### src/rtl/lsb_step_sar.sv
module lsb_step_sar #(
  parameter int W = 10,
  parameter int MAX_STEPS = W,
  localparam int CW = $clog2(MAX_STEPS + 1)
) (
  input  logic         clk,
  input  logic         rst_n,
  input  logic         start,
  input  logic         cmp_hi,
  input  logic         cmp_eq,
  output logic [W-1:0] dac_code,
  output logic         busy,
  output logic         done,
  output logic [W-1:0] result
);
  logic [W-1:0]  work;
  logic [CW-1:0] steps;

  wire [W-1:0] inv      = ~work;
  wire [W-1:0] low_zero = inv & (~inv + 1'b1);
  wire [W-1:0] low_one  = work & (~work + 1'b1);
  wire [W-1:0] up_code  = work | low_zero;
  wire [W-1:0] dn_code  = work & ~low_one;
  wire [W-1:0] nxt_code = cmp_hi ? up_code : dn_code;
  wire         last     = (steps == CW'(MAX_STEPS - 1));

  assign dac_code = work;

  always_ff @(posedge clk) begin
    if (!rst_n) begin
      work   <= '0;
      steps  <= '0;
      busy   <= 1'b0;
      done   <= 1'b0;
      result <= '0;
    end else begin
      done <= 1'b0;
      if (!busy) begin
        if (start) begin
          busy  <= 1'b1;
          work  <= result;
          steps <= '0;
        end
      end else if (cmp_eq) begin
        busy   <= 1'b0;
        done   <= 1'b1;
        result <= work;
      end else begin
        work  <= nxt_code;
        steps <= steps + 1'b1;
        if (last) begin
          busy   <= 1'b0;
          done   <= 1'b1;
          result <= nxt_code;
        end
      end
    end
  end
endmodule

### config.mk
export PLATFORM = sky130hd
export DESIGN_NAME = lsb_step_sar
export DESIGN_NICKNAME = d
export VERILOG_FILES = /design/src/rtl/lsb_step_sar.sv
export SDC_FILE = /design/constraint.sdc
export NUM_CORES = 1
export LEC_CHECK = 0
export BUFFER_PORTS_ARGS = -buffer_cell sky130_fd_sc_hd__buf_2
export CORE_MARGIN = 8
export CORE_UTILIZATION = 27
export DETAILED_ROUTE_END_ITERATION = 7
export GPL_TIMING_DRIVEN = 0
export PLACE_DENSITY_LB_ADDON = 0.25
export SYNTH_ARGS = -nofsm -noshare
export SYNTH_HDL_FRONTEND = slang
export SYNTH_SLANG_ARGS = --single-unit
export TNS_END_PERCENT = 10
### constraint.sdc
create_clock -name clk -period 1.6 [get_ports clk]
set_input_delay 0.08 -clock clk [delete_from_list [all_inputs] [get_ports clk]]
set_output_delay 0.08 -clock clk [all_outputs]
set_load 0.01 [all_outputs]
; ---- Word level (Yosys, flattened, before mapping)
; Cells that the tools add are included.
[op_classes]
n_addsub = 3
n_eq_ne = 2
n_mux = 15
bitwise = 7
n_reduce_logical = 5
[ops]
columns = cell, count
row1 = $mux 10, 6
row2 = $and 10x10->10, 3
row3 = $not 10->10, 3
row4 = $add 10x1->10 const B, 2
row5 = $mux 4, 3
row6 = $or 10x10->10, 1
row7 = $mux 1, 6
row8 = $reduce_and 2->1, 3
row9 = $add 4x1->4 const B, 1
row10 = $eq 4x4->1 const B, 1
row11 = $reduce_bool 2->1, 2
row12 = $ne 2x2->1 const B, 1
[totals]
reg_bits = 26
in_bits = 5
out_inout_bits = 22

; ---- Depth between registers and ports, before layout
[logic_depth]
depth_word = 8
ltp_mapped = 7

; ---- Worst setup path before layout
; OpenSTA, ideal clock, no wires.
[synth_path]
kind = register to register
startpoint = register work[1] (netlist: dac_code[1])
endpoint = register result[4]
setup_ps = 116
arrival_ps = 1491
required_ps = 1484
setup_slack_ps = -7
stages_incl_launch_ff = 8
period_less_slack_ps = 1607
path_cell_list = dfxtp_1 clkbuf_1 inv_1 ha_1 or3b_1 a22oi_1 o211ai_1 o211a_1
[synth_via]
elab_chain_cells = 8
[synth_rtl]
columns = item, line_no
row1 = start: declaration, 16  ; logic [W-1:0] work;
row2 = start signal: assignment, 41  ; work <= result;
row3 = start signal: assignment, 49  ; work <= nxt_code;
row4 = $not 10->10 *, "19, 21"
row5 = $add 10x1->10 or $not 10->10 (tied branches), "21, 20"
row6 = $and 10x10->10 or $add 10x1->10 (tied branches), "21, 20"
row7 = $not 10->10 or $and 10x10->10 (tied branches), "23, 20"
row8 = $and 10x10->10 or $or 10x10->10 (tied branches), "23, 22"
row9 = $mux 10 *, 24  ; wire [W-1:0] nxt_code = cmp_hi ? up_code : dn_code;
row10 = $mux 10 *, 51  ; if (last) begin
row11 = $mux 10 *, 44  ; end else if (cmp_eq) begin
row12 = end signal: assignment, 47  ; result <= work;
row13 = end signal: assignment, 54  ; result <= nxt_code;
row14 = end: declaration, 14  ; output logic [W-1:0] result
; Mark *: on every way between the ends. The rest lies on a longest branch, timed or not. The select of a mux whose other input is x is not followed.
; A chain may end at the register's enable or synchronous reset.

; ---- Worst setup path after layout
[layout_path]
startpoint = register work[6] (netlist: dac_code[6])
endpoint = register result[8]
; Same word-level chain as after synthesis.

==> impl_metrics.tcl <==
set metrics [dict create \
    final_util_pct 35.5 \
    slew_headroom_pct 63.3 \
    num_vias 1499 \
    finalHoldViolCount 0 \
    critPathSlowestCell "or3_4" \
    ys_seq_elements 26 \
    crit_path_end_kind "flip-flop" \
    switching_share_pct 31.6 \
    diodes 0 \
    place_inst 273 \
    place_congestion 0.823 \
    setup_viol 0 \
    slowest_delay_ns 0.40 \
    coreArea_um2 5170 \
    tightestPinTransition_ns 0.551 \
    status "complete, no violations" \
    clock_sinks 26 \
    wl_per_cell_um 16.0 \
    ys_types 50 \
    detailed_place_hpwl_mm 3.22 \
    synth_common_cells "26 x dfxtp_1, 16 x a21oi_1, 14 x nor2_1" \
    clock_path_buffers 2 \
    fmax_mhz 628 \
    worst-path-buf-inv 1 \
    synth_top_cell_area_share_pct 35.6 \
    fin_hold_ws_ns 0.109 \
    p_int_mw 1.01 \
    yosys.area.top_type "dfxtp_1" \
    track_usage_pct 12.0 \
    synth_area_leaders "dfxtp_1 36%, a21oi_1 5.5%, nor2_1 3.6%" \
    seqPwrFrac_pct 49.2 \
    grt_pass1_vias 1498 \
    clock_latency_ns 0.27 \
    drive_gt1_share_pct 30.4 \
    netlist_area_um2 1460 \
    clkPwrFrac_pct 25.3 \
    syn_avg_cell_area_um2 8.26 \
    hold_path_class "input port to flip-flop" \
    drc 0 \
    die_h_um 89.6 \
    root_buffer "clkbuf_8" \
    drtIter0Drc 123 \
    totalWireLength_mm 4.43 \
    antenna_found_initial 0 \
    drv_slew 0 \
    die_area_um2 8020 \
    cp_cell_sequence "buf_4, or3_4, o41ai_4, nand3_1, a41o_1" \
    clock_skew_ns 0.00138 \
    grt_pass1_wl_mm 7.44 \
    layout_min_cycle_time_ns 1.59 \
    start_util_pct 28.3 \
    netSwitchingPower_mw 0.468 \
    num_rows 26 \
    path_delay_family "simple AND/OR/NAND/NOR gates" \
    powerDensity_nw_per_um2 806 \
    synth_edf_count 0 \
    seq_area_frac_synth_pct 35.6 \
    rsz0062_at_grt "true" \
    syn_nets 186 \
    cts_buffers 3 \
    clk_pin_slew_ns 0.09 \
    portBuffers 26 \
    die_w_um 89.6 \
    power_mw 1.48 \
    firstDrtPassIters 6 \
    final_cell_count_no_fill 277 \
    crit_required_ns 1.77 \
    finalCritPeriodShare_pct 99.6 \
    arrival_ns 1.76 \
    cap_violations 0 \
    cts_tree "built" \
    start_kind "flip-flop" \
    yosysMostFrequentCell "dfxtp_1" \
    area_delta_synth_final_pct 25.7 \
    num_io_pins 27 \
    synthArstFlopShare_pct 0 \
    num-fill-cells 564 \
    synthCells 177 \
    finalNetCount 218 \
    grt_max_degree 14 \
    yosys_warnings 0 \
    crit_type "flip-flop to flip-flop" \
    ys.flop_type "dfxtp_1" \
    ir_drop_uv 273 \
    grt-ovfl-total 0 \
    crit_fanout 10 \
    p_leak_nw 0.759 \
    htreeDepth 1 \
    ant_nets 0 \
    pwr-share-comb_pct 25.5 \
    via_per_inst 5.41 \
]
cell families after synthesis:
kind of cell	Yosys count	share of synthesized area [%]
AOI/OAI and AO/OA	65	32.1
and+or+nand+nor	59	21.0
DFF	26	35.6
buffers and inverters	21	6.51
adders and majority gates	4	3.42
muxes	2	1.37
final timing paths:
kind	from	end	slack, ns	cells after the start
worst max-delay path	dac_code[6]$_SDFFE_PN0P_	result[8]$_SDFFE_PN0P_	0.006	5
worst min-delay path	rst_n	dac_code[7]$_SDFFE_PN0P_	0.11	3
worst max register to register	dac_code[6]$_SDFFE_PN0P_	result[8]$_SDFFE_PN0P_	0.006	5
worst min register to register	result[0]$_SDFFE_PN0P_	result[0]$_SDFFE_PN0P_	0.52	2
cells in the final DEF, fill, tap and decap left out, types with 2 or more instances in the layout:
cell type  instances
a211oi_1           5
a21oi_1           16
a22oi_1            2
a311oi_1           2
a31oi_1            5
a41o_1             3
and4_1             2
buf_2             28
buf_4              4
clkbuf_1           4
clkbuf_8           3
dfxtp_1           20
dfxtp_2            5
ha_1               3
inv_1              5
mux2i_1            2
nand2_1           11
nand2b_1           3
nand3_1            6
nor2_1            13
nor2b_1            2
nor3_1             5
o211a_1            3
o211ai_1           4
o21ai_0            8
o221ai_1           2
flip-flops by register name (all words and copies together) (netlist names):
signal / count
result: 10
steps: 4
busy: 1
dac_code: 10
done: 1
power by group through the flow:
stage	logic, mW	registers (mW)	clock network, mW
final	0.378	0.729	0.375
after global routing	0.415	0.736	0.405
after global placement	0.332	0.736	0
after CTS	0.354	0.726	0.394
after floorplan	0.208	0.746	0
after detailed placement	0.330	0.737	0
metrics by stage:
step | setup slack (ns) | instance area, um2 | setup TNS, ns
after global placement | -0.233 | 1680 | -2.29
after detailed placement | -0.233 | 1680 | -2.17
final | 0.00644 | 1840 | 0
after global routing | -0.0394 | 1840 | -0.0635
after floorplan | 0.00779 | 1460 | 0
after CTS | -0.00276 | 1770 | -0.00276
cell type report:
| class | instances | area (um2) | area share, % |
|---|---|---|---|
| Sequential cell | 26 | 531 | 28.9 |
| Buffer | 12 | 78.8 | 4.29 |
| Tap cell | 70 | 87.6 | 4.77 |
| Inverter | 8 | 32.5 | 1.77 |
| Multi-Input combinational cell | 130 | 921 | 50.1 |
| Timing Repair Buffer | 28 | 145 | 7.90 |
| Clock buffer | 3 | 41.3 | 2.25 |
worst register-to-register path, delay by kind of cell (launching register included):
kind | cells | cell delay, ns
buf+inv | 1 | 0.16
simple gates | 2 | 0.52
compound gates | 2 | 0.50
flops | 1 | 0.32
layer usage:
metal | track usage [%] | vias to the layer above | wire length (um)
li1 | - | 734 | -
met1 | 15.1 | 720 | 1970
met2 | 19.6 | 38 | 2110
met3 | 1.91 | 7 | 270
met4 | 5.74 | 0 | 71
met5 | 0 | - | 0
timing repair:
item	CTS	global route
setup buffers	0	2
resized for setup	15	21
hold buffers	0	0
pin swaps	2	2
setup endpoints to repair	19	22
No activity file was read; power rests on OpenSTA's default activity.
